## src/rtl/ulp_pkg.sv

```systemverilog
package ulp_pkg;

   typedef enum logic [1:0] {
      ST_POLL = 2'd0,
      ST_HOLD = 2'd1,
      ST_DEAD = 2'd2
   } rx_state_e;

endpackage

```

## src/rtl/ulp_poll_timer.sv

```systemverilog
// Wait-period and retry counter for the link currently being polled.
module ulp_poll_timer #(
   parameter int unsigned WAIT_LEN = 4,
   parameter int unsigned LIM_W    = 8
) (
   input  logic             clk,
   input  logic             rst_n,
   input  logic             clear,
   input  logic             run,
   input  logic [LIM_W-1:0] limit,
   output logic             expire
);

   logic             period_hit;
   logic [LIM_W-1:0] miss_q;

   generate
      if (WAIT_LEN == 1) begin : g_unit_period
         assign period_hit = run;
      end else begin : g_long_period
         localparam int unsigned PER_W = $clog2(WAIT_LEN);
         logic [PER_W-1:0] period_q;
         assign period_hit = run && (period_q == PER_W'(WAIT_LEN - 1));
         always_ff @(posedge clk) begin
            if (!rst_n || clear) begin
               period_q <= '0;
            end else if (run) begin
               period_q <= period_hit ? '0 : period_q + 1'b1;
            end
         end
      end
   endgenerate

   assign expire = period_hit && (miss_q == limit - LIM_W'(1));

   always_ff @(posedge clk) begin
      if (!rst_n || clear) begin
         miss_q <= '0;
      end else if (period_hit) begin
         miss_q <= miss_q + 1'b1;
      end
   end

   // the miss count never passes the budget of the polled link
   p_miss_bound_r4: assert property (@(posedge clk) disable iff (!rst_n)
      run |-> (miss_q < limit));

endmodule

```

## src/rtl/ulp_link_mux.sv

```systemverilog
// Picks request, data and stage tag of the polled link.
module ulp_link_mux #(
   parameter int unsigned NUM_LINKS = 3,
   parameter int unsigned DATA_W    = 8,
   parameter int unsigned STAGE_W   = 4,
   parameter int unsigned IDX_W     = 2
) (
   input  logic [IDX_W-1:0]           sel,
   input  logic [NUM_LINKS-1:0]       mask,
   input  logic [NUM_LINKS-1:0]       up_req,
   input  logic [NUM_LINKS*DATA_W-1:0]  up_data,
   input  logic [NUM_LINKS*STAGE_W-1:0] up_stage,
   output logic                       req_sel,
   output logic [DATA_W-1:0]          data_sel,
   output logic [STAGE_W-1:0]         stage_sel
);

   logic [DATA_W-1:0]  data_arr  [NUM_LINKS];
   logic [STAGE_W-1:0] stage_arr [NUM_LINKS];
   logic [NUM_LINKS-1:0] live;

   generate
      for (genvar k = 0; k < NUM_LINKS; k++) begin : g_slice
         assign data_arr[k]  = up_data[k*DATA_W +: DATA_W];
         assign stage_arr[k] = up_stage[k*STAGE_W +: STAGE_W];
         assign live[k]      = up_req[k] & ~mask[k];
      end
   endgenerate

   always_comb begin
      req_sel   = 1'b0;
      data_sel  = '0;
      stage_sel = '0;
      for (int k = 0; k < NUM_LINKS; k++) begin
         if (sel == IDX_W'(k)) begin
            req_sel   = live[k];
            data_sel  = data_arr[k];
            stage_sel = stage_arr[k];
         end
      end
   end

endmodule

```

## src/rtl/ulp_fault_mask.sv

```systemverilog
// Sticky per-link fault bits and nearest-healthy-link search.
module ulp_fault_mask #(
   parameter int unsigned NUM_LINKS = 3,
   parameter int unsigned IDX_W     = 2
) (
   input  logic                 clk,
   input  logic                 rst_n,
   input  logic                 mark,
   input  logic [IDX_W-1:0]     mark_idx,
   output logic [NUM_LINKS-1:0] mask,
   output logic [IDX_W-1:0]     first_now,
   output logic [IDX_W-1:0]     first_after,
   output logic                 any_after
);

   logic [NUM_LINKS-1:0] mask_q;
   logic [NUM_LINKS-1:0] mask_next;

   assign mask      = mask_q;
   assign mask_next = mask_q | (NUM_LINKS'(1) << mark_idx);

   always_comb begin
      first_now   = '0;
      first_after = '0;
      for (int k = NUM_LINKS - 1; k >= 0; k--) begin
         if (!mask_q[k])    first_now   = IDX_W'(k);
         if (!mask_next[k]) first_after = IDX_W'(k);
      end
      any_after = ~&mask_next;
   end

   always_ff @(posedge clk) begin
      if (!rst_n) begin
         mask_q <= '0;
      end else if (mark) begin
         mask_q <= mask_next;
      end
   end

   generate
      for (genvar k = 0; k < NUM_LINKS; k++) begin : g_chk
         // a fault bit, once set, holds until reset
         p_mask_sticky_r6: assert property (@(posedge clk) disable iff (!rst_n)
            mask_q[k] |=> mask_q[k]);
      end
   endgenerate

endmodule

```

## src/rtl/upstream_link_picker.sv

```systemverilog
module upstream_link_picker #(
   parameter int unsigned NUM_LINKS    = 3,
   parameter int unsigned DATA_W       = 8,
   parameter int unsigned STAGE_W      = 4,
   parameter int unsigned WAIT_LEN     = 4,
   parameter int unsigned LIM_W        = 8,
   parameter logic [NUM_LINKS*LIM_W-1:0] RETRY_LIMITS = {8'd5, 8'd4, 8'd3}
) (
   input  logic                          clk,
   input  logic                          rst_n,
   input  logic [NUM_LINKS-1:0]          up_req,
   input  logic [NUM_LINKS*DATA_W-1:0]   up_data,
   input  logic [NUM_LINKS*STAGE_W-1:0]  up_stage,
   output logic [NUM_LINKS-1:0]          up_ack,
   output logic [DATA_W-1:0]             rx_data,
   output logic [STAGE_W-1:0]            rx_stage,
   output logic                          rx_valid,
   output logic                          system_fail
);
   import ulp_pkg::*;

   localparam int unsigned IDX_W = (NUM_LINKS > 1) ? $clog2(NUM_LINKS) : 1;

   // elaboration checks
   generate
      if (NUM_LINKS < 1) begin : g_bad_links
         $error("NUM_LINKS must be at least 1");
      end
      if (DATA_W < 1 || STAGE_W < 1) begin : g_bad_width
         $error("DATA_W and STAGE_W must be at least 1");
      end
      if (WAIT_LEN < 1) begin : g_bad_wait
         $error("WAIT_LEN must be at least 1");
      end
      for (genvar k = 0; k < NUM_LINKS; k++) begin : g_lim_chk
         if (RETRY_LIMITS[k*LIM_W +: LIM_W] == 0) begin : g_zero
            $error("every retry budget must be non-zero");
         end
      end
   endgenerate

   rx_state_e            state_q;
   logic [IDX_W-1:0]     cur_q;
   logic [NUM_LINKS-1:0] ack_q;
   logic [DATA_W-1:0]    data_q;
   logic [STAGE_W-1:0]   stage_q;
   logic                 valid_q;
   logic                 fail_q;

   logic                 req_sel;
   logic [DATA_W-1:0]    data_sel;
   logic [STAGE_W-1:0]   stage_sel;
   logic [NUM_LINKS-1:0] fault_mask;
   logic [IDX_W-1:0]     first_now;
   logic [IDX_W-1:0]     first_after;
   logic                 any_after;
   logic                 run;
   logic                 expire;
   logic [LIM_W-1:0]     cur_limit;

   assign run       = (state_q == ST_POLL) && !req_sel;
   assign cur_limit = RETRY_LIMITS[cur_q*LIM_W +: LIM_W];

   ulp_link_mux #(
      .NUM_LINKS(NUM_LINKS), .DATA_W(DATA_W), .STAGE_W(STAGE_W), .IDX_W(IDX_W)
   ) u_mux (
      .sel      (cur_q),
      .mask     (fault_mask),
      .up_req   (up_req),
      .up_data  (up_data),
      .up_stage (up_stage),
      .req_sel  (req_sel),
      .data_sel (data_sel),
      .stage_sel(stage_sel)
   );

   ulp_poll_timer #(
      .WAIT_LEN(WAIT_LEN), .LIM_W(LIM_W)
   ) u_timer (
      .clk   (clk),
      .rst_n (rst_n),
      .clear (!run || expire),
      .run   (run),
      .limit (cur_limit),
      .expire(expire)
   );

   ulp_fault_mask #(
      .NUM_LINKS(NUM_LINKS), .IDX_W(IDX_W)
   ) u_mask (
      .clk        (clk),
      .rst_n      (rst_n),
      .mark       (expire),
      .mark_idx   (cur_q),
      .mask       (fault_mask),
      .first_now  (first_now),
      .first_after(first_after),
      .any_after  (any_after)
   );

   always_ff @(posedge clk) begin
      if (!rst_n) begin
         state_q <= ST_POLL;
         cur_q   <= '0;
         ack_q   <= '0;
         data_q  <= '0;
         stage_q <= '0;
         valid_q <= 1'b0;
         fail_q  <= 1'b0;
      end else begin
         valid_q <= 1'b0;
         unique case (state_q)
            ST_POLL: begin
               if (req_sel) begin
                  ack_q   <= NUM_LINKS'(1) << cur_q;
                  data_q  <= data_sel;
                  stage_q <= stage_sel;
                  valid_q <= 1'b1;
                  state_q <= ST_HOLD;
               end else if (expire) begin
                  if (any_after) begin
                     cur_q <= first_after;
                  end else begin
                     fail_q  <= 1'b1;
                     state_q <= ST_DEAD;
                  end
               end
            end
            ST_HOLD: begin
               if (!req_sel) begin
                  ack_q   <= '0;
                  cur_q   <= first_now;
                  state_q <= ST_POLL;
               end
            end
            default: begin
               ack_q <= '0;
            end
         endcase
      end
   end

   assign up_ack      = ack_q;
   assign rx_data     = data_q;
   assign rx_stage    = stage_q;
   assign rx_valid    = valid_q;
   assign system_fail = fail_q;

   // never more than one acknowledge
   p_one_ack_r3: assert property (@(posedge clk) disable iff (!rst_n)
      $onehot0(up_ack));

   generate
      for (genvar k = 0; k < NUM_LINKS; k++) begin : g_hs_chk
         // acknowledge held while request held
         p_ack_held_r3: assert property (@(posedge clk) disable iff (!rst_n)
            (up_ack[k] && up_req[k]) |=> up_ack[k]);
         // acknowledge released once request drops
         p_ack_release_r3: assert property (@(posedge clk) disable iff (!rst_n)
            (up_ack[k] && !up_req[k]) |=> !up_ack[k]);
      end
   endgenerate

   // valid is a single-cycle pulse
   p_valid_pulse_r2: assert property (@(posedge clk) disable iff (!rst_n)
      rx_valid |=> !rx_valid);

   // valid comes with exactly one acknowledge
   p_valid_ack_r2: assert property (@(posedge clk) disable iff (!rst_n)
      rx_valid |-> ($countones(up_ack) == 1));

   // captured values hold during the handshake
   p_data_hold_r3: assert property (@(posedge clk) disable iff (!rst_n)
      ((up_ack != '0) && !rx_valid) |-> ($stable(rx_data) && $stable(rx_stage)));

   // masked links are never acknowledged
   p_masked_silent_r6: assert property (@(posedge clk) disable iff (!rst_n)
      (fault_mask & up_ack) == '0);

   // failure flag is sticky
   p_fail_sticky_r7: assert property (@(posedge clk) disable iff (!rst_n)
      system_fail |=> system_fail);

   // a failed node acknowledges nothing
   p_fail_quiet_r7: assert property (@(posedge clk) disable iff (!rst_n)
      system_fail |-> (up_ack == '0));

endmodule

```

## config.mk

```make
export PLATFORM = sky130hd
export DESIGN_NAME = upstream_link_picker
export DESIGN_NICKNAME = d
export VERILOG_FILES = /design/src/rtl/ulp_pkg.sv /design/src/rtl/ulp_poll_timer.sv /design/src/rtl/ulp_link_mux.sv /design/src/rtl/ulp_fault_mask.sv /design/src/rtl/upstream_link_picker.sv
export SDC_FILE = /design/constraint.sdc
export NUM_CORES = 1
export LEC_CHECK = 0
export ABC_CLOCK_PERIOD_IN_PS = 2100
export BUFFER_PORTS_ARGS = -buffer_cell sky130_fd_sc_hd__buf_2
export CORE_UTILIZATION = 53
export CTS_BUF_LIST = sky130_fd_sc_hd__clkbuf_2 sky130_fd_sc_hd__clkbuf_4 sky130_fd_sc_hd__clkbuf_8
export CTS_CLUSTER_SIZE = 10
export DETAILED_ROUTE_END_ITERATION = 10
export PLACE_DENSITY_LB_ADDON = 0.25
export RECOVER_POWER = 100
export SYNTH_ARGS = -nofsm -noshare
export SYNTH_HDL_FRONTEND = slang
export SYNTH_SLANG_ARGS = --single-unit
export TNS_END_PERCENT = 20
```

## constraint.sdc

```tcl
create_clock -name clk -period 2.1 [get_ports clk]
set_input_delay 0.315 -clock clk [delete_from_list [all_inputs] [get_ports clk]]
set_output_delay 0.315 -clock clk [all_outputs]
set_load 0.01 [all_outputs]
```

Word-level counts from Yosys, hierarchy flattened:

Cells that the tools add are included.

* order comparisons: 0
* equality and inequality tests: 12
* muxes and demuxes: 30
* shift-type cells: 2
* divide/modulo/power cells: 0
* $add $sub $neg: 3
* $mul: 0
* bitwise operators: 8
* reductions and logical operators: 18

Operators by type and width (number)
* 2-to-1 mux 2 bit: 15
* 2-to-1 mux 8 bit: 3
* variable part select 24 x 6 -> 8 bit (first input constant): 1
* 2-to-1 mux 4 bit: 3
* inequality test 2 bit (second input constant): 5
* adder 8 x 1 -> 8 bit (second input constant): 1
* == test 8 bit: 1
* case mux 2 bit (2 select lines): 2
* subtractor 8 x 1 -> 8 bit (second input constant): 1
* 2-to-1 mux 3 bit: 2
* case mux 3 bit (2 select lines): 1
* AND reduction 2 bit: 3
* AND reduction 6 bit: 1
* AND reduction 5 bit: 1
* == test 2 x 1 -> 1 bit (second input constant): 2
* == test 2 bit (second input constant): 2
* logical NOT 2 bit: 2
* 2-to-1 mux 1 bit: 4
* NOT 1 bit: 4
* AND reduction 4 bit: 1
* AND 1 bit: 3
* logical AND 1 bit: 3
* logical NOT 1 bit: 3
* inequality test 3 x 2 -> 1 bit (second input constant): 1
* 7 further kinds: 8

* bits in latches: 0
* bits of input ports: 41
* output and inout bits: 17
* memory bits (read-only): 0
* RAM bits: 0
* logic and storage cells: 83
* memories kept: 0
* bits in registers: 34

Logic depth before layout (Yosys ltp):

Gate-level depths: netlist of the first run.

* word-level depth: 12
* depth in mapped cells: 8
* depth with buffers taken out: 6

Hierarchy:

A second synthesis of the first run with hierarchy kept.

* cell total of the unflattened synthesis: 242
* area, all modules: 2159.6 um2

Modules (own cells, without submodules)
* upstream_link_picker: sequential area each 420.4 um2, cells each 102, times used 1, area each 962.2 um2
* ulp_poll_timer: sequential area each 200.2 um2, cells each 82, times used 1, area each 681.9 um2
* ulp_link_mux: sequential area each 0.0 um2, cells each 33, times used 1, area each 327.8 um2
* ulp_fault_mask: sequential area each 60.1 um2, cells each 25, times used 1, area each 187.7 um2

Worst setup path after synthesis of the first run:

Ideal clock, no wire load.

* kind: reg2reg
* from: register cur_q[1]
* to: register data_q[0], in the netlist rx_data[0]
* library setup time: 116 ps
* slack: 386 ps
* buffers on the path: 2
* period minus slack after synthesis: 1714 ps
* data arrival time: 1598 ps
* cell stages (with the launch flop): 8
* path through: dfxtp_1 -> buf_4 -> nor4b_4 -> nor3_4 -> nor3_4 -> buf_6 -> o211ai_1 -> o211a_1

* cells in the longest elaborated chain, start to end: 5
* elaborated cells on any way between the ends: 10
* those cells by class: 2 x eq/ne; 6 x mux; 2 x reduce/logical

RTL lines
* from (decl): RTL line upstream_link_picker.sv:43 `logic [IDX_W-1:0] cur_q;`
* from (signal assigned): RTL line upstream_link_picker.sv:122 `cur_q <= first_after;`
* from (signal assigned): RTL line upstream_link_picker.sv:132 `cur_q <= first_now;`
* logical NOT 2 bit: RTL line ulp_link_mux.sv:35 `if (sel == IDX_W'(k)) begin`
* 2-to-1 mux 1 bit (3 in a row): RTL line ulp_link_mux.sv:35
* AND reduction 2 bit (no line)
* to (signal assigned): RTL line upstream_link_picker.sv:116 `data_q <= data_sel;`
* to (decl): RTL line upstream_link_picker.sv:45 `logic [DATA_W-1:0] data_q;`

Several ways; a longest one is shown, not always the timed one.
A chain may end at the register's enable or synchronous reset.

Worst setup path in the final report of the first run:

* from: register cur_q[0]
* to: register cur_q[1]

* cells in the longest elaborated chain, start to end: 10
* elaborated cells on any way between the ends: 28
* those cells by class: 1 x add/sub; 7 x eq/ne; 2 x shift; 10 x mux; 1 x bitwise; 7 x reduce/logical

RTL lines
* branches (longest 10 deep; another with subtractor 8 x 1 -> 8 bit)

Parallel ways; which one is timed is not known. The select of a mux whose other input is x is not followed.

==> results of run 1 <==
[per-stage QoR]
stage,cells,area [µm²],util,hold slack (ns),total power [µW]
final,325,2360,0.686,0.399,1430
after detailed placement,317,2310,0.672,0.425,955
after global routing,325,2360,0.686,0.390,1510
after CTS,325,2410,0.700,0.390,1460
after floorplan,215,1960,-,0.406,865
after global placement,317,2310,0.672,0.422,952
[worst reg2reg max path, stage by stage, from the launching register on]
cell and delay [ns]:
dfxtp_2 0.44, clkbuf_4 0.37, mux2i_1 0.14, or3b_1 0.39, and2_1 0.20, a211o_1 0.27
nand3_1 0.07
[cells in the mapped netlist, types with 4 or more instances]
| cell type | number |
|---|---|
| o21ai_0 | 6 |
| xor2_1 | 8 |
| nand3_1 | 6 |
| mux2i_1 | 15 |
| dfxtp_1 | 34 |
| a21oi_1 | 7 |
| o211ai_1 | 12 |
| clkbuf_1 | 6 |
| o21ai_1 | 4 |
| nand2_1 | 30 |
| nand4_1 | 5 |
| nor2_2 | 9 |
| nor2_1 | 7 |
| o211a_1 | 12 |
[power by group]
part	internal, µW	total, µW	switching, µW
registers	679	698	19.3
logic	113	232	119
clock network	277	500	223
total	1070	1430	362
[state kept, by name (all words and copies together), names as in the netlist]
| register | count |
|---|---|
| rx_data | 8 |
| u_timer.miss_q | 8 |
| rx_stage | 4 |
| u_mask.mask | 3 |
| up_ack | 3 |
| cur_q | 2 |
| state_q | 2 |
| u_timer.g_long_period.period_q | 2 |
| rx_valid | 1 |
| system_fail | 1 |
[worst paths after layout]
check                                     from                                end  slack, ns  depth (start not counted)
max                                   cur_q[0]                           cur_q[1]       0.17                          6
min                                up_data[20]                         rx_data[4]       0.40                          4
max reg2reg                           cur_q[0]                           cur_q[1]       0.17                          6
min reg2reg  u_timer.g_long_period.period_q[0]  u_timer.g_long_period.period_q[0]       0.43                          1
[layout make-up]
cell class              instances  area [µm²]  share of cell area
inverters                       3        11.3             0.00477
clock inverters                 1        5.00             0.00212
well taps                      46        57.6              0.0244
multi-input cells             164        1150               0.489
repair buffers                 70         362               0.153
clock buffers                   7        90.1              0.0381
flip-flops and latches         34         682               0.289
[per-layer routing]
metal,share of wire,up-vias,track usage
met5,0,-,0
met4,0.013,0,0.110
met3,0.062,6,0.0693
met2,0.48,58,0.395
met1,0.45,829,0.266
li1,-,903,-
[cell families (layout without fill, tap and decap cells)]
logic type / count (synthesis) / count (layout)
xor+xnor: 10 / 10
fa+ha+maj: 2 / 2
simple gates: 86 / 86
compound gates: 51 / 51
mux: 15 / 15
buf+inv: 17 / 81
flops: 34 / 34
==> flow_summary.ini, run 1 <==
[sta]
fin_crit_sh = 0.917
slew_headroom = 0.742
finalWorstPathRequiredPeriod_ns = 1.93
timing.final.setup_violations = 0
finalWorstSetupSlack_ns = 0.174
fmax_mhz = 519
worst_slew_pin_slew_ns = 0.384
timing_hold_violations_final = 0
fin_setup_tns_ns = 0
drv_slew = 0
fin_skew_ns = 0.00534
grt_setup_unrepaired = false

[route]
starting_drt_drc_count = 63
routed_wire_length_per_instance_um = 12.9
route.detailed.drc = 0
avgViaCountPerCell = 5.53
routed_wl_mm = 4.18
dr_total_vias = 1796
postRouteAntennaNets = 0
drt_pre_antenna_iters = 4

[cts]
cts_post_setup_buffers_inserted = 0
clock_insertion_delay_worst_skew_ns = 0.28
max-clock-path-buffers = 2
cts.reportedPaths.clkPinSlew_ns = 0.07
tritoncts_num_sinks = 34
cts.repair.resized = 0
tritoncts = yes
cts-hold-fix-buffers = 0
cts-root-buf = clkbuf_8
htree_num_levels = 2
cts_inserted_buffers = 5

[synthesis]
synth_nets = 258
synth_async_sr_flop_share = 0
synthTopCellsByArea = dfxtp_1 35%, mux2i_1 7.7%, o211a_1 6.1%
syn_avg_cell_area_um2 = 9.10
synth_top_family_by_area = simple AND/OR/NAND/NOR gates
synth-simple-area-share = 0.270
synth_compound_gate_area_share = 0.199
synth_mux_area_frac = 0.0767
synthesis.instances = 215
ys_seq_elements = 34
synth-seq-area-share = 0.348
synthXorXnorAreaFrac = 0.0448
synth.lib_cells_used.distinct = 46
post-synth-top-area-cell = dfxtp_1
synthesis.yosys.warnings = 0
synth_top_cell_area_share = 0.348
dominantRegCellSynth = dfxtp_1
syn-cell-area_mm2 = 0.00196
synth_fa_ha_area_frac = 0.0128
synth_edf_count = 0

[critical_path]
worstPathMaxFanout = 19
cp-end-kind = flop
crit_path_cell_trace = clkbuf_4 > mux2i_1 > or3b_1 > and2_1 > a211o_1 > nand3_1
critical_path.max_stage_delay_ns = 0.44
cp_top_family = simple AND/OR/NAND/NOR gates
cpMaxStageDelayCell = dfxtp_2
timing.critical_path.required_ns = 2.33
crit_path_start_kind = flop
critPathBufInv = 1
timing_worst_setup_path_type = flop to flop
critical_path_arrival_ns = 2.15

[placement]
place_worst_setup_slack_ns = 0.117
buffer_ports.inserted = 57
place.gp.congestion = 0.906
dp.final_hpwl_mm = 3.13

[cells_and_area]
fillers = 311
insertedDiodeCount = 0
synthToLayoutAreaGrowth_pct = 20.7
drive_gt1_frac = 0.262
leading_cell_types_in_the_layout_fill_and_taps_excluded = 40 x buf_2, 33 x dfxtp_1, 30 x nand2_1
layout_commonest_cell = buf_2
fin_nets = 321

[global_route]
grt_pass1_vias = 1692
globalRouteOverflowTotal = 0
first_pass_grt_wire_length_mm = 7.23
grt_antenna_before_repair = 0
grt_usage = 0.233
maximum_number_of_pins_on_one_net_before_global_route_repair = 26

[power]
irDropWorstVdd_uv = 428
p_leak_uw = 0.00101
power_per_cell_area_mw_per_mm2 = 606

[outcome]
run_status = finished, final reports clean

[floorplanning]
placeableCoreArea_mm2 = 0.00344
dieWidth_um = 62.8
floorplan.rows = 21
ios = 58
dieHeight_um = 62.8
design.die.area_mm2 = 0.00394
initial_utilization = 0.569

[worst_hold_path]
hp-class = input pin to flop

[flow_run]
maxCapViolations = 0
(Power assumes the default switching activity.)
==> run 2: changes to the inputs <==
==> constraint.sdc (replaced) <==
create_clock -name clk -period 2.1 [get_ports clk]
set_input_delay 0.63 -clock clk [delete_from_list [all_inputs] [get_ports clk]]
set_output_delay 0.63 -clock clk [all_outputs]
set_load 0.01 [all_outputs]
==> run 2 against run 1 <==
Compared with the run above:
- fmax fell by 1.3%
- core utilization rose by 1.2 points
- die area did not move
- worst setup slack got worse by 0.024 ns
- clock skew fell by 0.0012 ns
- non-clock buffer count rose by 2
- critical path depth rose by 2
- flip-flop and latch count did not move
- global-route usage rose by 1.5 points
- sequential power barely moved
- combinational power barely moved
- largest cell class unchanged
- highest routed layer unchanged
==> flow_summary.ini, run 2 (synthesis results as in run 1) <==
[outcome]
run_status = finished, final reports clean

[sta]
fin_skew_ns = 0.00414
grt_setup_unrepaired = false
slew_headroom = 0.398
finalWorstPathRequiredPeriod_ns = 1.95
fin_crit_sh = 0.929
worst_slew_pin_slew_ns = 0.901
timing.final.setup_violations = 0
timing_hold_violations_final = 0
fin_setup_tns_ns = 0
drv_slew = 0
fmax_mhz = 513

[cells_and_area]
layout_commonest_cell = buf_2
drive_gt1_frac = 0.285
area_of_combinational_cells_with_multiple_inputs_mm2 = 0.00118
fillers = 298
leading_cell_types_in_the_layout_fill_and_taps_excluded = 40 x buf_2, 33 x dfxtp_1, 30 x nand2_1
register_area_um2 = 682
fin_nets = 323
synthToLayoutAreaGrowth_pct = 22.8
insertedDiodeCount = 0
finalNonFillerCells = 327

[critical_path]
worstPathMaxFanout = 25
crit_path_start_kind = flop
crit_path_cell_trace = buf_4 > nor4b_4 > nor3_4 > clkbuf_1 > nor3_4 > clkbuf_4 > o211ai_1 > o211a_1
cp_top_family = buffers and inverters
crit-reg2reg-capture = rx_data[1]
critical_path.max_stage_delay_ns = 0.36
cp-end-kind = flop
timing.reg2reg.worst_path_depth = 8
critical_path_arrival_ns = 2.13
cpMaxStageDelayCell = nor4b_4
critPathBufInv = 3
setup.worst_path.start = cur_q[1]
timing.reg2reg.setup_slack_ns = 0.15
rr_startpoint = cur_q[1]
timing.critical_path.required_ns = 2.28
timing_worst_setup_path_type = flop to flop
timing.critical_path.mode_cell = nor3_4

[cts]
cts.reportedPaths.clkPinSlew_ns = 0.07
clock_insertion_delay_worst_skew_ns = 0.28
max-clock-path-buffers = 2
cts-hold-fix-buffers = 0
htree_num_levels = 2
tritoncts_num_sinks = 34
tritoncts = yes
cts.repair.resized = 0
cts-root-buf = clkbuf_8
cts_post_setup_buffers_inserted = 0
cts_inserted_buffers = 5

[power]
power.switching_fraction = 0.251
power.net_switching_uw = 375
share_clk_of_total_power = 0.376
irDropWorstVdd_uv = 408
power_per_cell_area_mw_per_mm2 = 622
internal_power_uw = 1120
pwr-share-seq = 0.468
p_leak_uw = 0.00102
power.combinational.fraction = 0.156

[global_route]
first_pass_grt_wire_length_mm = 7.74
maximum_number_of_pins_on_one_net_before_global_route_repair = 26
grt_antenna_before_repair = 0
globalRouteOverflowTotal = 0
grt_pass1_vias = 1758
grt_usage = 0.248

[floorplanning]
dieWidth_um = 62.8
ios = 58
dieHeight_um = 62.8
floorplan.rows = 21
initial_utilization = 0.569
design.die.area_mm2 = 0.00394
placeableCoreArea_mm2 = 0.00344

[worst_hold_path]
hold_start = u_timer.g_long_period.period_q[0]
worstHoldEndpoint = u_timer.g_long_period.period_q[0]
hp-class = flop to flop
min_delay_path_depth = 1

[placement]
post-place-cells = 319
dp.final_hpwl_mm = 3.37
place.gp.congestion = 0.896
buffer_ports.inserted = 57

[route]
postRouteAntennaNets = 0
starting_drt_drc_count = 86
drt_pre_antenna_iters = 4
routed_wire_length_per_instance_um = 13.7
dr_total_vias = 1815
route.detailed.drc = 0
avgViaCountPerCell = 5.55
routed_wl_mm = 4.48

[flow_run]
maxCapViolations = 0
==> run 2: cell count changes in the layout (fill, tap and decap cells not counted), moves of 2 or more <==
| cell | previous run | this run |
|---|---|---|
| clkbuf_8 | 6 | 8 |
| clkbuf_1 | 17 | 19 |
| nor2_1 | 12 | 7 |
| nor2_2 | 4 | 9 |
==> run 2: power groups by stage <==
stage	clock [µW]	sequential (µW)	combinational, µW
after floorplan	0	723	143
after global routing	603	703	258
after CTS	577	698	257
final	562	699	233
after detailed placement	0	712	256
after global placement	0	712	251
==> run 2: cell type report <==
| cell class | instances | area share |
|---|---|---|
| Timing Repair Buffer | 72 | 0.153 |
| Multi-Input combinational cell | 164 | 0.489 |
| Clock buffer | 8 | 0.0458 |
| Sequential cell | 34 | 0.284 |
| Tap cell | 46 | 0.0239 |
| Inverter | 3 | 0.00469 |
==> run 2: through the flow <==
stage | util | hold WS (ns) | setup slack [ns] | total power (µW) | area, µm²
3_5_place_dp | 0.684 | 0.424 | 0.0384 | 969 | 2350
3_3_place_gp | 0.684 | 0.424 | 0.0906 | 963 | 2350
4_1_cts | 0.716 | 0.436 | 0.0445 | 1530 | 2460
2_1_floorplan | - | 0.406 | 0.273 | 865 | 1960
5_1_grt | 0.698 | 0.456 | 0.00951 | 1560 | 2400
6_report | 0.698 | 0.436 | 0.149 | 1490 | 2400
==> run 2: layer usage <==
layer  routed length, µm  vias up  global-route usage
met5                   0        -                   0
met4                  70        0              0.0988
met3                 268        7              0.0712
met2                2140       59               0.416
met1                2010      841               0.295
li1                    -      908                   -
==> run 2: worst max-delay path by stage <==
stage,depth (start not counted),slack [ns],to
detailed placement,8,0.04,u_timer.miss_q[4]
global placement,8,0.09,u_timer.miss_q[4]
CTS,6,0.04,cur_q[1]
floorplan,6,0.27,rx_data[0]
global route,5,0.01,cur_q[0]
finish,8,0.15,rx_data[1]
==> run 3: changes to the inputs <==
CORE_MARGIN = 5   (was unset)
CORE_UTILIZATION = 50   (was 53)
==> run 3 against run 2 <==
Compared with the run above:
- critical path depth down 3
- flip-flop and latch count unchanged
- largest cell class unchanged
- global-route usage down 5.9 points
- fmax up 0.72%
- cell area down 1.1%
- non-clock buffer count up 2
==> flow_summary.ini, run 3 (synthesis results as in run 1) <==
[cells_and_area]
finish.utilization = 0.639
layout_commonest_cell = buf_2
drive_gt1_frac = 0.280
synthToLayoutAreaGrowth_pct = 21.4
insertedDiodeCount = 0
leading_cell_types_in_the_layout_fill_and_taps_excluded = 40 x buf_2, 34 x dfxtp_1, 30 x nand2_1
fillers = 365
fin_nets = 325

[sta]
fin_skew_ns = 0.00441
grt_setup_unrepaired = false
slew_headroom = 0.674
drv_slew = 0
timing.final.setup_violations = 0
timing_hold_violations_final = 0
worst_slew_pin_slew_ns = 0.488
fin_crit_sh = 0.922
fin_setup_tns_ns = 0
finalWorstSetupSlack_ns = 0.163
fmax_mhz = 516
finalWorstPathRequiredPeriod_ns = 1.94

[flow_run]
maxCapViolations = 0

[floorplanning]
dieWidth_um = 72.6
floorplan.rows = 22
dieHeight_um = 72.6
placeableCoreArea_mm2 = 0.00372
ios = 58
design.die.area_mm2 = 0.00526
initial_utilization = 0.527

[route]
avgViaCountPerCell = 5.50
routed_wl_mm = 4.51
postRouteAntennaNets = 0
route.detailed.drc = 0
drt_pre_antenna_iters = 4
starting_drt_drc_count = 86
routed_wire_length_per_instance_um = 13.7
dr_total_vias = 1814

[outcome]
run_status = finished, final reports clean

[power]
irDropWorstVdd_uv = 424
finalPower_uw = 1370
p_leak_uw = 0.00100
power_per_cell_area_mw_per_mm2 = 577

[critical_path]
critical_path_arrival_ns = 2.09
worstPathMaxFanout = 9
cp-end-kind = flop
timing.critical_path.required_ns = 2.26
crit_path_start_kind = flop
timing_worst_setup_path_type = flop to flop

[cts]
tritoncts = yes
cts_inserted_buffers = 5
cts_post_setup_buffers_inserted = 0
max-clock-path-buffers = 2
tritoncts_num_sinks = 34
htree_num_levels = 2
cts.reportedPaths.clkPinSlew_ns = 0.07
clock_insertion_delay_worst_skew_ns = 0.28
cts-root-buf = clkbuf_8
cts-hold-fix-buffers = 0
cts.repair.resized = 0

[global_route]
grt_usage = 0.188
grt_pass1_vias = 1800
first_pass_grt_wire_length_mm = 7.97
globalRouteOverflowTotal = 0
grt_antenna_before_repair = 0
maximum_number_of_pins_on_one_net_before_global_route_repair = 26

[placement]
dp.final_hpwl_mm = 3.44
buffer_ports.inserted = 57
place.gp.congestion = 0.814
place_worst_setup_slack_ns = 0.0500

[worst_hold_path]
hp-class = flop to flop
run 3: cell types whose count changed in the layout (fill, tap and decap cells not counted), sizes merged:
cell / before / now
clkbuf: 29 / 26
clkinv: 0 / 2
buf: 51 / 53
run 3: path summary, 6_finish.rpt:
| path | cells past startpoint | slack [ns] | to | startpoint |
|---|---|---|---|---|
| min | 2 | 0.46 | system_fail | system_fail |
| max | 5 | 0.16 | u_timer.miss_q[4] | u_timer.miss_q[1] |
| min reg2reg | 2 | 0.46 | system_fail | system_fail |
| max reg2reg | 5 | 0.16 | u_timer.miss_q[4] | u_timer.miss_q[1] |
run 3: final cells by class:
type	instances	area [µm²]	area share
inverter	3	11.3	0.00474
clock buffer	5	68.8	0.0290
timing repair buffer	74	378	0.159
multi-input combinational	164	1170	0.491
tap	48	60.1	0.0253
clock inverter	2	10.0	0.00421
sequential	34	681	0.286
run 3: layer usage:
| metal | wire, µm | global-route usage |
|---|---|---|
| met5 | 0 | 0 |
| met4 | 42 | 0.0820 |
| met3 | 375 | 0.0554 |
| met2 | 2100 | 0.301 |
| met1 | 1990 | 0.234 |
run 3: metrics by stage:
stage	instance area [µm²]	hold WS, ns	std cells
final	2380	0.461	330
after global placement	2360	0.427	323
after CTS	2440	0.456	330
after global routing	2380	0.491	330
after floorplan	1960	0.406	215
after detailed placement	2360	0.421	323
run 3: power by group:
group | leakage [µW] | switching, µW | internal, µW | total [µW]
Combinational | 0.000683 | 121 | 108 | 230
Clock | 0.0000438 | 221 | 222 | 443
Sequential | 0.000278 | 20.6 | 678 | 699
Total | 0.00100 | 363 | 1010 | 1370
run 3: worst max-delay path, stage by stage, from the launching register on:
cell	delay, ns
dfxtp_1	0.37
or4_1	0.55
a21oi_2	0.20
o211a_4	0.21
or2_1	0.42
nor2_2	0.07
